--- src/rtl/sfg_pkg.sv ---
// Shared widths for the bit-clock / frame-sync generator.
package sfg_pkg;
    parameter int SFG_DIV_W  = 8;   // divide value field width
    parameter int SFG_PER_W  = 12;  // frame period / sync width field width
    parameter int SFG_SYNC_N = 2;   // synchroniser stages on the external pin
endpackage

--- src/rtl/sfg_src_sel.sv ---
// Source selector: produces one tick per source event. The internal source
// ticks on every clock; the external pin is synchronised and ticks once per
// rising edge. Assumes the external clock is slower than clk/2.
module sfg_src_sel #(
    parameter int SYNC_N = sfg_pkg::SFG_SYNC_N
) (
    input  logic clk,
    input  logic rst_n,
    input  logic ext_clk_i,
    input  logic src_ext_i,
    output logic tick_o
);
    localparam int CHAIN_W = SYNC_N + 1;

    logic [CHAIN_W-1:0] chain_q;

    // Shift the external pin through the synchroniser plus one edge stage.
    always_ff @(posedge clk) begin
        if (!rst_n) chain_q <= '0;
        else        chain_q <= {chain_q[CHAIN_W-2:0], ext_clk_i};
    end

    logic ext_rise;
    assign ext_rise = chain_q[CHAIN_W-2] & ~chain_q[CHAIN_W-1];

    // Pick the event source for the divider.
    always_comb begin
        tick_o = src_ext_i ? ext_rise : 1'b1;
    end

    // an external tick never repeats on back-to-back cycles.
    a_r2_ext_tick_spaced: assert property (@(posedge clk) disable iff (!rst_n)
        (src_ext_i && tick_o) |=> !(src_ext_i && tick_o));
endmodule

--- src/rtl/sfg_clk_div.sv ---
// Bit-clock divider: toggles the bit-clock phase every (div_val+1) source
// ticks while enabled; held at phase 0 while disabled. Reports a bit tick
// in the cycle before the phase goes from 0 to 1.
module sfg_clk_div #(
    parameter int DIV_W = sfg_pkg::SFG_DIV_W
) (
    input  logic             clk,
    input  logic             rst_n,
    input  logic             en_i,
    input  logic             src_tick_i,
    input  logic [DIV_W-1:0] div_val_i,
    output logic             phase_o,
    output logic             bit_tick_o
);
    logic [DIV_W-1:0] dcnt_q;
    logic             phase_q;
    logic             term;

    assign term = src_tick_i && (dcnt_q == div_val_i);

    // Count source ticks and flip the phase at the terminal count.
    always_ff @(posedge clk) begin
        if (!rst_n || !en_i) begin
            dcnt_q  <= '0;
            phase_q <= 1'b0;
        end else if (src_tick_i) begin
            if (dcnt_q >= div_val_i) begin
                dcnt_q  <= '0;
                phase_q <= ~phase_q;
            end else begin
                dcnt_q <= dcnt_q + 1'b1;
            end
        end
    end

    assign phase_o    = phase_q;
    assign bit_tick_o = en_i && term && !phase_q;

    // a cleared enable idles the phase on the next edge.
    a_r5_div_idle: assert property (@(posedge clk) disable iff (!rst_n)
        !en_i |=> !phase_o);
    // the phase only moves on a terminal-count tick.
    a_r1_phase_hold: assert property (@(posedge clk) disable iff (!rst_n)
        (en_i && !term) |=> $stable(phase_o));
endmodule

--- src/rtl/sfg_framer.sv ---
// Frame counter: counts bit ticks to form frames of (per+1) bit clocks with
// the sync active for the first (wid+1) of them. Periodic or single frame.
// Runs only while run_i (both enables) is high; otherwise cleared.
module sfg_framer #(
    parameter int PER_W = sfg_pkg::SFG_PER_W
) (
    input  logic             clk,
    input  logic             rst_n,
    input  logic             run_i,
    input  logic             bit_tick_i,
    input  logic             per_mode_i,
    input  logic [PER_W-1:0] per_val_i,
    input  logic [PER_W-1:0] wid_val_i,
    output logic             fs_act_o,
    output logic             start_o
);
    logic [PER_W-1:0] cnt_q;
    logic             act_q;
    logic             done_q;
    logic             strb_q;

    // Advance the frame position on each bit tick; start or wrap frames.
    always_ff @(posedge clk) begin
        if (!rst_n || !run_i) begin
            cnt_q  <= '0;
            act_q  <= 1'b0;
            done_q <= 1'b0;
            strb_q <= 1'b0;
        end else begin
            strb_q <= 1'b0;
            if (bit_tick_i) begin
                if (!act_q) begin
                    if (!done_q) begin
                        act_q  <= 1'b1;
                        cnt_q  <= '0;
                        strb_q <= 1'b1;
                    end
                end else if (cnt_q >= per_val_i) begin
                    if (per_mode_i) begin
                        cnt_q  <= '0;
                        strb_q <= 1'b1;
                    end else begin
                        act_q  <= 1'b0;
                        done_q <= 1'b1;
                        cnt_q  <= '0;
                    end
                end else begin
                    cnt_q <= cnt_q + 1'b1;
                end
            end
        end
    end

    assign fs_act_o = act_q && (cnt_q <= wid_val_i);
    assign start_o  = strb_q;

    // without both enables the sync is inactive next cycle.
    a_r4_gate_sync: assert property (@(posedge clk) disable iff (!rst_n)
        !run_i |=> !fs_act_o);
    // the strobe lasts one cycle.
    a_r8_strobe_single: assert property (@(posedge clk) disable iff (!rst_n)
        start_o |=> !start_o);
    // the strobe coincides with an active sync.
    a_r8_strobe_in_sync: assert property (@(posedge clk) disable iff (!rst_n)
        start_o |-> fs_act_o);
endmodule

--- src/rtl/sclk_fsync_gen.sv ---
// Top of the bit-clock / frame-sync generator: source select, divider and
// frame counter, with output polarity applied last. Assumes configuration
// is changed only while the enables are low.
module sclk_fsync_gen (
    input  logic        clk,
    input  logic        rst_n,
    input  logic        ext_clk_i,
    input  logic        div_en_i,
    input  logic        fs_en_i,
    input  logic        src_ext_i,
    input  logic        fs_per_mode_i,
    input  logic        clk_pol_i,
    input  logic        fs_pol_i,
    input  logic [7:0]  div_val_i,
    input  logic [11:0] per_val_i,
    input  logic [11:0] wid_val_i,
    output logic        bclk_o,
    output logic        fsync_o,
    output logic        fstart_o
);
    logic src_tick, phase, bit_tick, fs_act, run;

    assign run = div_en_i && fs_en_i;

    sfg_src_sel u_src (
        .clk(clk), .rst_n(rst_n), .ext_clk_i(ext_clk_i),
        .src_ext_i(src_ext_i), .tick_o(src_tick));

    sfg_clk_div #(.DIV_W(8)) u_div (
        .clk(clk), .rst_n(rst_n), .en_i(div_en_i), .src_tick_i(src_tick),
        .div_val_i(div_val_i), .phase_o(phase), .bit_tick_o(bit_tick));

    sfg_framer #(.PER_W(12)) u_frm (
        .clk(clk), .rst_n(rst_n), .run_i(run), .bit_tick_i(bit_tick),
        .per_mode_i(fs_per_mode_i), .per_val_i(per_val_i),
        .wid_val_i(wid_val_i), .fs_act_o(fs_act), .start_o(fstart_o));

    // Apply the selected polarities to the pins.
    always_comb begin
        bclk_o  = phase ^ clk_pol_i;
        fsync_o = fs_act ^ fs_pol_i;
    end

    // a strobe needs both enables one cycle earlier.
    a_r4_strobe_gated: assert property (@(posedge clk) disable iff (!rst_n)
        fstart_o |-> $past(div_en_i && fs_en_i));
endmodule

--- config.mk ---
export PLATFORM = sky130hd
export DESIGN_NAME = sclk_fsync_gen
export DESIGN_NICKNAME = d
export VERILOG_FILES = /design/src/rtl/sfg_pkg.sv /design/src/rtl/sfg_src_sel.sv /design/src/rtl/sfg_clk_div.sv /design/src/rtl/sfg_framer.sv /design/src/rtl/sclk_fsync_gen.sv
export SDC_FILE = /design/constraint.sdc
export NUM_CORES = 1
export LEC_CHECK = 0
export BUFFER_PORTS_ARGS = -buffer_cell sky130_fd_sc_hd__buf_2
export CORE_MARGIN = 8
export CORE_UTILIZATION = 50
export DETAILED_ROUTE_END_ITERATION = 10
export PLACE_DENSITY = 0.8
export SLEW_MARGIN = 0
export SYNTH_ARGS = -nofsm -noshare
export SYNTH_HDL_FRONTEND = slang
export SYNTH_SLANG_ARGS = --single-unit
--- constraint.sdc ---
create_clock -name clk -period 2.3 [get_ports clk]
set_input_delay 0.115 -clock clk [delete_from_list [all_inputs] [get_ports clk]]
set_output_delay 0.115 -clock clk [all_outputs]
set_load 0.02 [all_outputs]
---- Word-level counts from Yosys, hierarchy flattened ----
Index checks and enable logic that the tools add are counted.
storage, ports and cells
  latch bits .............................. 0
  word-level logic and storage cells ...... 47
  memories ................................ 0
  bits in writable memories ............... 0
  input bits .............................. 41
  register bits ........................... 27
  output and inout bits ................... 3
  memory bits (read-only) ................. 0
operators by class
  shift operators ......................... 0
  div/mod/pow operators ................... 0
  multiplexer cells ....................... 11
  bitwise operators ....................... 7
  eq/ne operators ......................... 2
  reduce and logical (&&, ||, !) cells .... 15
  add/sub/neg operators ................... 2
  magnitude comparators ................... 3
  multiply operators ...................... 0
operators by type and width
  kind                                           number
  2-to-1 mux 12 bit                              3
  adder 12 x 1 -> 12 bit, second input constant  1
  >= comparator 12 bit                           1
  less-or-equal comparator 12 bit                1
  adder 8 x 1 -> 8 bit, second input constant    1
  == test 8 bit                                  1
  >= comparator 8 bit                            1
  2-to-1 mux 8 bit                               1
  2-to-1 mux 1 bit                               7
  logical AND 1 bit                              5
  zero test 1 bit                                4
  NOT 1 bit                                      4
  AND reduction 2 bit                            2
  AND reduction 4 bit                            1
  logical OR 1 bit                               2
  != test 2 x 1 -> 1 bit, second input constant  1
  OR reduction 2 bit                             1
  XOR 1 bit                                      2
  AND 1 bit                                      1

---- Longest topological paths before layout ----
  depth in word-level cells ............... 8
  depth in mapped cells ................... 9
  depth with buffers taken out ............ 8

---- Hierarchy ----
A second synthesis with hierarchy kept.
unflattened totals
  cells, all modules ...................... 250
  area total of the unflattened synthesis .. 2113.3 um^2
modules (own cells, without submodules)
  module          area each (um^2)  sequential area each (um^2)  cells each  instances
  sfg_framer      1392.6            300.3                        162         1
  sfg_clk_div     605.6             180.2                        77          1
  sfg_src_sel     91.3              60.1                         8           1
  sclk_fsync_gen  23.8              0.0                          3           1

---- Worst setup path before layout ----
OpenSTA, ideal clock, no wires.
  kind .................................... reg2reg
  start point ............................. register u_frm.cnt_q[0]
  end point ............................... register u_frm.cnt_q[9]
  clock period less this slack ............ 2.297 ns
  data required time ...................... 2.238 ns
  arrival time ............................ 2.235 ns
  setup slack ............................. 0.003 ns
  buffers on the path ..................... 1
  cell stages (with the launch flop) ...... 10
  library setup time ...................... 0.062 ns
  path through ............................ dfxtp_1 inv_1 ha_1 nand2b_1 a2111oi_0 o41ai_1 a2111oi_4 buf_6 nand3_2 nand3_1
between the ends
  word-level cells in the longest chain between the ends .. 3
  elaborated cells on any way between the ends .. 4
  those cells by class .................... 1 x add/sub; 1 x order compare; 2 x mux
ends and longest elaborated chain
  element                                                         line                                source
  from (decl)                                                     sfg_framer.sv:17                    logic [PER_W-1:0] cnt_q;
  from (signal assigned)                                          sfg_framer.sv:48                    cnt_q <= cnt_q + 1'b1;
  adder 12 x 1 -> 12 bit or >= comparator 12 bit (tied branches)  sfg_framer.sv:48, sfg_framer.sv:38
  2-to-1 mux 12 bit *                                             sfg_framer.sv:38                    end else if (cnt_q >= per_val_i) begin
  2-to-1 mux 12 bit *                                             sfg_framer.sv:32                    if (!act_q) begin
Mark *: on every way between the ends. The rest lies on a longest branch, timed or not.
A chain may end at the register's enable or synchronous reset.

---- Worst setup path in the final report ----
  start point ............................. register u_frm.cnt_q[0]
  end point ............................... register u_frm.cnt_q[2]
The elaborated chain is that of the path after synthesis.

==> results.py <==
metrics = {
    "synth": {
        "synth_seq_cells": 27,
        "synth_edf_count": 0,
        "syn_nets": 348,
        "synth_area_leaders": "dfxtp_1, ha_1, inv_1",
        "yosys_warnings": 0,
        "synth_seq_area_share_pct": 25.44,
        "yosysTopAreaCell": "dfxtp_1",
        "async_flop_share_pct": 0,
        "synth_ff_type": "dfxtp_1",
        "syn_avg_cell_area_um2": 7.782,
        "synth_cell_types": 39,
        "synthCells": 273,
        "synth_area_um2": 2125,
        "netlist.area_leader.share_pct": 25.44,
    },
    "worst_setup_path": {
        "cp_max_fo": 9,
        "cp_data_required_time_ns": 2.52,
        "crit_slowest_cell": "a2111oi_4",
        "cp_num_buf_inv": 3,
        "cpMostUsedCell": "a2111oi_4",
        "critPathLaunch": "u_frm.cnt_q[0]",
        "r2r-end": "u_frm.cnt_q[2]",
        "worst_setup_path_end_kind": "flop",
        "path_cells": "inv_1, ha_1, nand2b_4, a2111oi_4, o41ai_4, a2111oi_4, buf_4, buf_12, nand3b_1, nand3_1",
        "slowest_delay_ns": 0.35,
        "cp_top_family": "compound AO/OA/AOI/OAI gates",
        "crit_arrival_ns": 2.40,
        "r2r-start": "u_frm.cnt_q[0]",
        "r2r_slack_ns": 0.11,
        "ff2ff_path_depth": 10,
        "start_kind": "flop",
        "criticalPathCategory": "flop to flop",
    },
    "cells_and_area": {
        "final_cells": 383,
        "final_util_pct": 65.16,
        "multi_input_comb_area_um2": 1486,
        "layout.nets": 409,
        "syn2layout_area_growth_pct": 24.44,
        "register_area_um2": 543.0,
        "layout_common_cells": "buf_2, inv_1, ha_1",
        "final_layout_size_suffix_gt1_share_pct": 22.82,
        "layout_commonest_cell": "buf_2",
        "diodes": 0,
        "fillCellCount": 350,
    },
    "clocking": {
        "clockBufferDepth": 2,
        "clock_latency_ns": 0.27,
        "htreeDepth": 1,
        "clock_sinks": 27,
        "postCtsHoldBufs": 0,
        "cts_tree": "yes",
        "clkTransAtPathRegs_ns": 0.09,
        "cts_buffers": 3,
        "cts_root_buffer": "clkbuf_8",
    },
    "run": {
        "drv_cap": 0,
    },
    "worst_hold_path": {
        "hold_path.class": "primary input to flop",
        "min_to": "u_src.chain_q[0]",
        "hold_depth": 2,
        "hold_path_startpoint": "ext_clk_i",
    },
    "sta": {
        "period_share_pct": 95.16,
        "slew_headroom_pct": 41.28,
        "finalHoldViolations": 0,
        "worst_slew_pin_slew_ns": 0.8808,
        "holdWs_ns": 0.05280,
        "drv_slew": 0,
        "fin_setup_tns_ns": 0,
        "fmax_mhz": 456.9,
        "fin_worst_skew_ns": 0.005901,
        "finalCriticalPeriod_ns": 2.189,
        "setup_viol": 0,
        "rsz0062_at_grt": "false",
    },
    "power": {
        "swShare_pct": 25.28,
        "power.switching_w": 0.0002221,
        "seq_power_share_pct": 53.7,
        "peakVddDrop_uv": 293.3,
        "power.share.clock_pct": 30.9,
        "p_int_w": 0.0006566,
        "p_leak_nw": 1.338,
        "power_frac_comb_pct": 15.4,
        "power_density_nw_per_um2": 332.4,
    },
    "floorplanning": {
        "initial_core_util_pct": 52.36,
        "die_y_um": 81.19,
        "rows": 23,
        "io_pins": 44,
        "core_um2": 4058,
        "die_w_um": 81.19,
        "fp.dieArea_um2": 6591,
    },
    "global_routing": {
        "first_global_vias": 2010,
        "grt_use_total_pct": 15.29,
        "grt_pass1_wl_um": 8293,
        "grt_antenna_before_repair": 0,
        "grt_max_degree": 19,
        "grt-ovfl-total": 0,
    },
    "drt": {
        "vias_per_cell": 5.501,
        "drt-pass1-iter-count": 5,
        "wl_um": 5158,
        "drt_first_iter_violations": 121,
        "via_count": 2107,
        "ant_nets": 0,
        "wl_per_cell_um": 13.47,
        "drcViolationCount": 0,
    },
    "run_status": {
        "status": "complete, no violations",
    },
    "placed_design": {
        "gp_congestion": 0.8661,
        "io_buffers": 43,
        "dp_cells": 376,
        "dp_hpwl_um": 4127,
    },
}
==> power groups by stage <==
stage	Clock (W)	Combinational, W	Sequential [W]
finish	0.000272	0.000135	0.000472
global route	0.000295	0.000153	0.000472
CTS	0.000280	0.000126	0.000472
detailed placement	0	0.000125	0.000483
global placement	0	0.000120	0.000483
floorplan	0	0.0000679	0.000483
==> metrics by stage <==
step                      instance area, um^2  total power [W]  setup slack (ns)
after global placement                   2494        0.0006030            0.1451
after detailed placement                 2494        0.0006078          -0.01558
after CTS                                2542        0.0008785          0.002982
after global routing                     2644        0.0009209          0.002846
after floorplan                          2125        0.0005507          0.003174
final                                    2644        0.0008787            0.1113
==> worst max path at each step <==
stage	to	depth (start not counted)
finish	u_frm.cnt_q[2]	10
global route	u_frm.cnt_q[3]	7
CTS	u_frm.cnt_q[2]	9
detailed placement	u_frm.cnt_q[2]	9
global placement	u_frm.start_o	6
floorplan	u_frm.cnt_q[9]	9
==> cell usage after synthesis, types with 3 or more instances <==
cell type  count
nand2_1       33
dfxtp_1       27
inv_1         37
o21a_1         5
xnor2_1        3
nor2_1        16
xor2_1         3
and2_1         4
o21ai_0        4
ha_1          34
nand2b_1       4
and3_1         4
nor3_1         8
nor2b_1        4
nand3_1       24
nor4_1         3
nand4_1       10
a21oi_1       19
==> state kept, by name, indices dropped and copies added (netlist names) <==
register and cells:
u_frm.cnt_q 12, u_div.dcnt_q 8, u_src.chain_q 3, u_div.phase_o 1, u_frm.act_q 1, u_frm.done_q 1
u_frm.start_o 1
==> per-layer routing <==
metal	vias up	routed length [um]	track usage (%)	share of wire, %
met5	-	0	0	0
met4	0	118	5.000	2.3
met3	12	345	2.649	6.7
met2	56	2510	27.43	49
met1	956	2184	17.88	42
li1	1083	-	-	-
==> timing repair <==
item | 4_1_cts | 5_1_grt
gates resized for setup | 4 | 10
hold endpoints to repair | 0 | 0
pin swaps | 2 | 8
setup endpoints to repair | 12 | 16
cloned | 0 | 1
buffers inserted | 0 | 2
==> layout make-up <==
type / instances / area share (%)
sequential: 27 / 20.54
inverter: 37 / 5.253
timing repair buffer: 59 / 13.91
clock buffer: 4 / 1.704
multi-input combinational: 206 / 56.22
tap: 50 / 2.366
==> cell families (layout without fill, tap and decap cells) <==
group	count (synthesis)	count (layout)	share of synthesized area (%)
adder cells (fa/ha/maj)	34	34	20.02
AND/OR/NAND/NOR	119	119	28.56
buffers and inverters	40	100	7.420
XOR/XNOR	6	6	2.474
AO/OA/AOI/OAI	47	47	16.08
flip-flops	27	27	25.44
(Power assumes the default switching activity.)
